**config.mk**
```make
export PLATFORM = sky130hd
export DESIGN_NAME = ivt_wdt
export DESIGN_NICKNAME = d
export VERILOG_FILES = /design/src/rtl/ivt_pkg.sv /design/src/rtl/ivt_tap_sel.sv /design/src/rtl/ivt_counter.sv /design/src/rtl/ivt_ctrl.sv /design/src/rtl/ivt_wdt.sv
export SDC_FILE = /design/constraint.sdc
export NUM_CORES = 1
export LEC_CHECK = 0
export ABC_AREA = 1
export ABC_CLOCK_PERIOD_IN_PS = 1700
export BUFFER_PORTS_ARGS = -buffer_cell sky130_fd_sc_hd__buf_2
export CAP_MARGIN = 10
export CORE_MARGIN = 4
export CORE_UTILIZATION = 45
export CTS_CLUSTER_SIZE = 8
export DETAILED_ROUTE_END_ITERATION = 10
export PLACE_DENSITY = 0.74
export SLEW_MARGIN = 15
export SYNTH_ARGS = -nofsm -noshare
export SYNTH_HDL_FRONTEND = slang
export SYNTH_SLANG_ARGS = --single-unit
```
**constraint.sdc**
```tcl
create_clock -name clk -period 1.7 [get_ports clk]
set_input_delay 0.17 -clock clk [delete_from_list [all_inputs] [get_ports clk]]
set_output_delay 0.17 -clock clk [all_outputs]
set_load 0.02 [all_outputs]
```
**src/rtl/ivt_pkg.sv**
```systemverilog
package ivt_pkg;
  localparam int CNT_W    = 8;
  localparam int NUM_TAPS = 4;
  localparam int SEL_W    = $clog2(NUM_TAPS);
  localparam int MODE_W   = 4;
  localparam int CLR_BIT  = 2;

  typedef logic [SEL_W-1:0] tap_sel_t;

  typedef enum logic [1:0] {
    PH_INTERVAL = 2'd0,
    PH_WATCHDOG = 2'd1,
    PH_WAIT     = 2'd2
  } ivt_phase_e;
endpackage

```
**src/rtl/ivt_tap_sel.sv**
```systemverilog
module ivt_tap_sel #(
  parameter int NUM_TAPS = 4,
  parameter int SEL_W    = 2
) (
  input  logic [NUM_TAPS-1:0] taps,
  input  logic [SEL_W-1:0]    sel,
  output logic                tick
);
  logic [NUM_TAPS-1:0] gated;

  for (genvar i = 0; i < NUM_TAPS; i++) begin : g_tap
    assign gated[i] = taps[i] & (sel == SEL_W'(i));
  end

  assign tick = |gated;
endmodule

```
**src/rtl/ivt_counter.sv**
```systemverilog
module ivt_counter #(
  parameter int CNT_W = 8
) (
  input  logic             clk,
  input  logic             rst_n,
  input  logic             clr,
  input  logic             inc,
  output logic [CNT_W-1:0] cnt,
  output logic             ovf
);
  localparam logic [CNT_W-1:0] CNT_MAX = {CNT_W{1'b1}};

  // A clear suppresses the overflow of the same cycle.
  assign ovf = inc & ~clr & (cnt == CNT_MAX);

  always_ff @(posedge clk or negedge rst_n) begin
    if (!rst_n)   cnt <= '0;
    else if (clr) cnt <= '0;
    else if (inc) cnt <= cnt + 1'b1;
  end
endmodule

```
**src/rtl/ivt_ctrl.sv**
```systemverilog
module ivt_ctrl
  import ivt_pkg::*;
(
  input  logic              clk,
  input  logic              rst_n,
  input  logic              mode_we,
  input  logic [MODE_W-1:0] mode_wdata,
  input  logic              wdt_arm,
  input  logic              irq_ack,
  input  logic              stby_rel,
  input  logic              ovf,
  output tap_sel_t          sel,
  output logic              wdt_on,
  output logic              waiting,
  output logic              irq_flag,
  output logic              int_rst,
  output logic              wait_done
);
  ivt_phase_e phase;
  logic       rst_fire;
  logic       irq_fire;
  logic       wait_fire;

  always_comb begin
    if (waiting)     phase = PH_WAIT;
    else if (wdt_on) phase = PH_WATCHDOG;
    else             phase = PH_INTERVAL;
  end

  assign rst_fire  = ovf & (phase == PH_WATCHDOG);
  assign irq_fire  = ovf & (phase == PH_INTERVAL);
  assign wait_fire = ovf & (phase == PH_WAIT);

  // Mode selector: the internal reset wins over a write in the same cycle.
  always_ff @(posedge clk or negedge rst_n) begin
    if (!rst_n)        sel <= '0;
    else if (rst_fire) sel <= '0;
    else if (mode_we)  sel <= mode_wdata[SEL_W-1:0];
  end

  // Watchdog enable: set-only from software.
  always_ff @(posedge clk or negedge rst_n) begin
    if (!rst_n)        wdt_on <= 1'b0;
    else if (rst_fire) wdt_on <= 1'b0;
    else if (wdt_arm)  wdt_on <= 1'b1;
  end

  // Interrupt flag: a set beats an acknowledge.
  always_ff @(posedge clk or negedge rst_n) begin
    if (!rst_n)        irq_flag <= 1'b0;
    else if (rst_fire) irq_flag <= 1'b0;
    else if (irq_fire) irq_flag <= 1'b1;
    else if (irq_ack)  irq_flag <= 1'b0;
  end

  always_ff @(posedge clk or negedge rst_n) begin
    if (!rst_n)         waiting <= 1'b0;
    else if (stby_rel)  waiting <= 1'b1;
    else if (wait_fire) waiting <= 1'b0;
  end

  always_ff @(posedge clk or negedge rst_n) begin
    if (!rst_n) begin
      int_rst   <= 1'b0;
      wait_done <= 1'b0;
    end else begin
      int_rst   <= rst_fire;
      wait_done <= wait_fire;
    end
  end
endmodule

```
**src/rtl/ivt_wdt.sv**
```systemverilog
module ivt_wdt
  import ivt_pkg::*;
(
  input  logic                clk,
  input  logic                rst_n,
  input  logic [NUM_TAPS-1:0] tap_tick,
  input  logic                mode_we,
  input  logic [MODE_W-1:0]   mode_wdata,
  input  logic                wdt_arm,
  input  logic                irq_ack,
  input  logic                stby_rel,
  output logic [MODE_W-1:0]   mode_rd,
  output logic [CNT_W-1:0]    count,
  output logic                irq_flag,
  output logic                int_rst,
  output logic                wait_done,
  output logic                wdt_on
);
  tap_sel_t sel_q;
  logic     tick_w;
  logic     clr_w;
  logic     ovf_w;
  logic     waiting_w;

  assign clr_w = (mode_we & mode_wdata[CLR_BIT]) | stby_rel;

  ivt_tap_sel #(.NUM_TAPS(NUM_TAPS), .SEL_W(SEL_W)) u_sel (
    .taps (tap_tick),
    .sel  (sel_q),
    .tick (tick_w)
  );

  ivt_counter #(.CNT_W(CNT_W)) u_cnt (
    .clk   (clk),
    .rst_n (rst_n),
    .clr   (clr_w),
    .inc   (tick_w),
    .cnt   (count),
    .ovf   (ovf_w)
  );

  ivt_ctrl u_ctrl (
    .clk        (clk),
    .rst_n      (rst_n),
    .mode_we    (mode_we),
    .mode_wdata (mode_wdata),
    .wdt_arm    (wdt_arm),
    .irq_ack    (irq_ack),
    .stby_rel   (stby_rel),
    .ovf        (ovf_w),
    .sel        (sel_q),
    .wdt_on     (wdt_on),
    .waiting    (waiting_w),
    .irq_flag   (irq_flag),
    .int_rst    (int_rst),
    .wait_done  (wait_done)
  );

  assign mode_rd = MODE_W'(sel_q);
endmodule

```
Word level (Yosys, flattened, before mapping)
Cells that the tools add are included.

storage, ports and cells
  bits in registers = 15
  input bits = 14
  output and inout bits = 16
  word-level logic and storage cells = 47

cells by class
  add/subtract/negate cells = 1
  equal/unequal tests = 6
  mux-type cells = 13
  bitwise logic cells = 12
  reduce and logical (&&, ||, !) cells = 8

operators by type and width
  operator                                                               number
  8-bit 2-to-1 mux                                                       2
  1-bit bitwise AND                                                      10
  8-bit by 1-bit adder with 8-bit output, second input constant          1
  8-bit equality test, second input constant                             1
  1-bit 2-to-1 mux                                                       8
  2-bit nonzero test                                                     4
  2-bit equality test, second input constant                             3
  2-bit 2-to-1 mux                                                       3
  2-bit by 1-bit equality test with 1-bit output, second input constant  2
  2-bit zero test                                                        2
  4-bit OR reduction                                                     1
  3-bit nonzero test                                                     1
  1-bit inverter                                                         1
  1-bit bitwise OR                                                       1

Longest topological paths before layout
  word-level depth = 8
  depth in mapped cells = 8
  depth with buffers taken out = 8

By module
Synthesis repeated with hierarchy kept, for this count alone.

second synthesis, totals
  cell total of the unflattened synthesis = 109
  area, all modules = 805.8 µm²

by module, submodules not included
  module       instances  cells an instance  area an instance (µm²)  sequential area each (µm²)
  ivt_counter  1          57                 439.2                   200.2
  ivt_ctrl     1          33                 285.3                   175.2
  ivt_tap_sel  1          13                 51.3                    0.0
  ivt_wdt      1          6                  30.0                    0.0

Worst setup path after synthesis
OpenSTA, ideal clock, no wires.

  path type = reg-to-reg
  start = reg u_cnt.cnt[0]
  end = reg u_ctrl.irq_flag
  library setup time = 117 ps
  arrival = 1277 ps
  required time = 1583 ps
  slack = 306 ps
  cell stages (with the launch flop) = 9
  path buffers = 0
  period minus slack after synthesis = 1394 ps
  cells stage by stage = dfrtp_1 > ha_1 > nand2_2 > nor2_2 > nand3_1 > nor2_1 > nand3_1 > nand2_1 > nand2_1

on the way
  cells in the longest elaborated chain, start to end = 5
  elaborated cells between the ends (all ways) = 7
  classes of those cells = 1 x eq/ne; 2 x mux; 3 x bitwise; 1 x reduce/logical

ends and longest elaborated chain
  element                 line               text
  from (decl)             ivt_counter.sv:8   output logic [CNT_W-1:0] cnt,
  from (signal assigned)  ivt_counter.sv:19  else if (inc) cnt <= cnt + 1'b1;
  8-bit equality test *   ivt_counter.sv:14  assign ovf = inc & ~clr & (cnt == CNT_MAX);
  1-bit bitwise AND *     ivt_counter.sv:14
  1-bit bitwise AND       ivt_ctrl.sv:31     assign irq_fire = ovf & (phase == PH_INTERVAL);
  1-bit 2-to-1 mux        ivt_ctrl.sv:52     else if (irq_fire) irq_flag <= 1'b1;
  1-bit 2-to-1 mux        ivt_ctrl.sv:51     else if (rst_fire) irq_flag <= 1'b0;
  to (signal assigned)    ivt_ctrl.sv:51
  to (signal assigned)    ivt_ctrl.sv:52
  to (signal assigned)    ivt_ctrl.sv:53     else if (irq_ack) irq_flag <= 1'b0;
  to (decl)               ivt_ctrl.sv:15     output logic irq_flag,

Mark *: on every way between the ends. The rest lies on a longest branch, timed or not.
A chain may end at the register's enable or synchronous reset.

Final worst setup path
Same ends and word-level chain as after synthesis.

==> flow_metrics.py <==
metrics = {
    "synth": {
        "synth_commonest_cells": "nand2_1 (23), dfrtp_1 (15), nor2_1 (12), inv_1 (10), nand3_1 (8)",
        "synth.area.top_cells": "dfrtp_1 (47%), nand2_1 (11%), nor2_1 (5.6%), nand3_1 (5.0%), inv_1 (4.7%)",
        "synth.largest_area_cell": "dfrtp_1",
        "synth-async-reset-ratio_pct": 100,
        "yosysSeqAreaShare_pct": 46.5,
        "ys_warn_count": 0,
        "synth_top_area_share_pct": 46.5,
        "netlist_instances": 101,
        "synthFlopType": "dfrtp_1",
        "synth_cell_types": 24,
        "synth_edf_count": 0,
        "synth_seq_cells": 15,
        "synth_area_sq_um": 807,
        "avgSynthCellArea_sq_um": 7.99,
        "yosysMostFrequentCell": "nand2_1",
    },
    "worst_setup_path": {
        "crit_path_max_incr_delay_ns": 0.41,
        "critical-path-slowest-cell": "dfrtp_1",
        "startpoint_type": "register",
        "critPathCaptureType": "register",
        "cp.required_ns": 1.89,
        "crit_fanout": 5,
        "path_class": "register to register",
        "path_cells": "ha_1 -> nand2_2 -> nor2_2 -> nand3_1 -> nor2_1 -> nand3_1 -> nand2_1 -> nand2_1",
        "worstPathArrival_ns": 1.58,
    },
    "routing": {
        "finalWirelength_um": 1690,
        "drt-initial-drc-count": 14,
        "drcViolationCount": 0,
        "avgRoutedWirePerCell_um": 10.8,
        "ant_nets": 0,
        "vias": 756,
        "avgViaCountPerCell": 4.85,
        "dr.pass1.iters": 4,
    },
    "pwr": {
        "powerDensity_mw_per_mm2": 691,
        "leakagePower_nw": 0.534,
        "ir_drop_uv": 472,
        "power_mw": 0.687,
    },
    "run": {
        "max_cap_viol_count": 0,
    },
    "cells_and_area": {
        "synthToLayoutAreaGrowth_pct": 23.1,
        "drive_above_1_share_pct": 30.5,
        "antennaDiodeCount": 0,
        "nNetsFinal": 147,
        "fin_area_sq_um": 993,
    },
    "floorplanning": {
        "initial_core_util_pct": 47.3,
        "ios": 30,
        "rows": 15,
        "core_sq_mm": 0.00171,
        "dieWidth_um": 50.4,
        "die_area_sq_mm": 0.00254,
        "chipHeight_um": 50.4,
    },
    "timing": {
        "skew_ns": 0.00269,
        "grt_setup_unrepaired": "no",
        "slew_viol_final": 0,
        "min_period_over_period_pct": 82.0,
        "hold_viol": 0,
        "fmax_ghz": 0.718,
        "final-setup-viol-count": 0,
        "fin_tns_setup_ns": 0,
        "setup_ws_ns": 0.307,
        "holdWs_ns": 0.118,
        "timing.final.crit_period_ns": 1.39,
    },
    "hold_path": {
        "hold_class": "primary input to register",
    },
    "clock_network": {
        "path_clk_slew_ns": 0.09,
        "cts_sinks": 15,
        "htree_levels": 1,
        "cts_setup_buffers": 0,
        "clockRootBuffer": "clkbuf_4",
        "cts_buffers": 3,
        "cts_tree": "yes",
        "clockBufferDepth": 2,
        "clk_latency_ns": 0.29,
    },
    "global_routing": {
        "grt_util_all_layers_pct": 14.1,
        "grt_max_degree": 16,
        "grt_pass1_vias": 688,
        "gr-total-overflow": 0,
        "antenna_found_initial": 0,
        "grt_pass1_wl_um": 2760,
    },
    "placement": {
        "port_buffers": 26,
        "postPlaceCellArea_sq_um": 957,
        "place.gp.congestion": 0.806,
        "dp_hpwl_um": 1310,
        "pre_cts_ws_ns": 0.338,
    },
    "outcome": {
        "outcome": "complete, no violations",
    },
}
[registers in the layout, indices dropped and copies added, names as in the netlist]
name and flops:
u_ctrl.waiting 1, u_ctrl.sel 2, u_ctrl.wdt_on 1, u_ctrl.irq_flag 1, u_ctrl.int_rst 1, u_ctrl.wait_done 1
u_cnt.cnt 8
[cell usage in the layout (no fill, tap or decap)]
| master | count |
|---|---|
| dlygate4sd3_1 | 1 |
| a21oi_4 | 1 |
| o22ai_1 | 1 |
| xor2_1 | 2 |
| ha_1 | 1 |
| nand2_2 | 2 |
| inv_2 | 2 |
| nor2_4 | 1 |
| clkbuf_4 | 3 |
| or2_2 | 1 |
| nor3_2 | 1 |
| clkbuf_1 | 1 |
| a21oi_1 | 6 |
| dfrtp_1 | 15 |
| o21ai_0 | 4 |
| inv_1 | 10 |
| nand2_1 | 23 |
| nor3_1 | 2 |
| nor2_1 | 12 |
| nand3_1 | 8 |
| o21bai_1 | 1 |
| nand4_1 | 1 |
| conb_1 | 2 |
| buf_2 | 26 |
| nand3_2 | 1 |
| nand3b_1 | 1 |
| nor2_2 | 2 |
[worst paths after layout]
path	start	end	slack, ns	cells past startpoint
min in group asynchronous	rst_n	u_ctrl.int_rst	0.31	2
worst max-delay path	u_cnt.cnt[0]	u_ctrl.irq_flag	0.31	8
max in group asynchronous	rst_n	u_ctrl.wdt_on	1.13	2
worst min register to register	u_ctrl.waiting	u_ctrl.int_rst	0.47	1
worst max register to register	u_cnt.cnt[0]	u_ctrl.irq_flag	0.31	8
worst min-delay path	irq_ack	u_ctrl.irq_flag	0.12	4
[timing repair]
action,in CTS,in global routing
hold buffers,1,0
resized for setup,0,0
hold endpoints to repair,15,0
[power breakdown]
group	total [mW]	switching (mW)	leakage, nW	internal (mW)
Clock	0.208	0.117	0.0150	0.0913
Sequential	0.375	0.00936	0.195	0.366
Combinational	0.103	0.0687	0.324	0.0346
Total	0.687	0.195	0.534	0.492
[layer usage]
layer  vias to the layer above  track usage (%)  part of all wire, %
met4                         0             8.07                  2.0
met5                         -                0                    0
met1                       347             18.0                   46
li1                        379                -                    -
met2                        26             22.4                   46
met3                         4             2.37                  6.3
[metrics by stage]
step | cells | util (%)
6_report | 156 | 58.2
5_1_grt | 156 | 58.2
4_1_cts | 156 | 58.2
3_5_place_dp | 151 | 56.0
3_3_place_gp | 151 | 56.0
2_1_floorplan | 102 | -
[layout make-up]
type                       count  area (sq um)
tap                           25          31.3
inverter                      12          45.0
timing repair buffer          27           140
fill                         160           714
multi-input combinational     73           375
clock buffer                   4          26.3
sequential                    15           375
[worst max-delay path: cells and delay by family, from the launching register on]
| family | cells | cell delay [ns] |
|---|---|---|
| fa+ha+maj | 1 | 0.22 |
| simple gates | 7 | 0.66 |
| flops | 1 | 0.41 |
[kinds of logic after synthesis]
kind of cell,count (synthesis),synth area share (%)
XOR/XNOR,2,2.17
other,1,0.465
AND/OR/NAND/NOR,55,31.9
buffers and inverters,14,7.44
adder cells (fa/ha/maj),1,1.55
flip-flops,15,46.5
AO/OA/AOI/OAI,13,9.92
(Power assumes the default switching activity.)
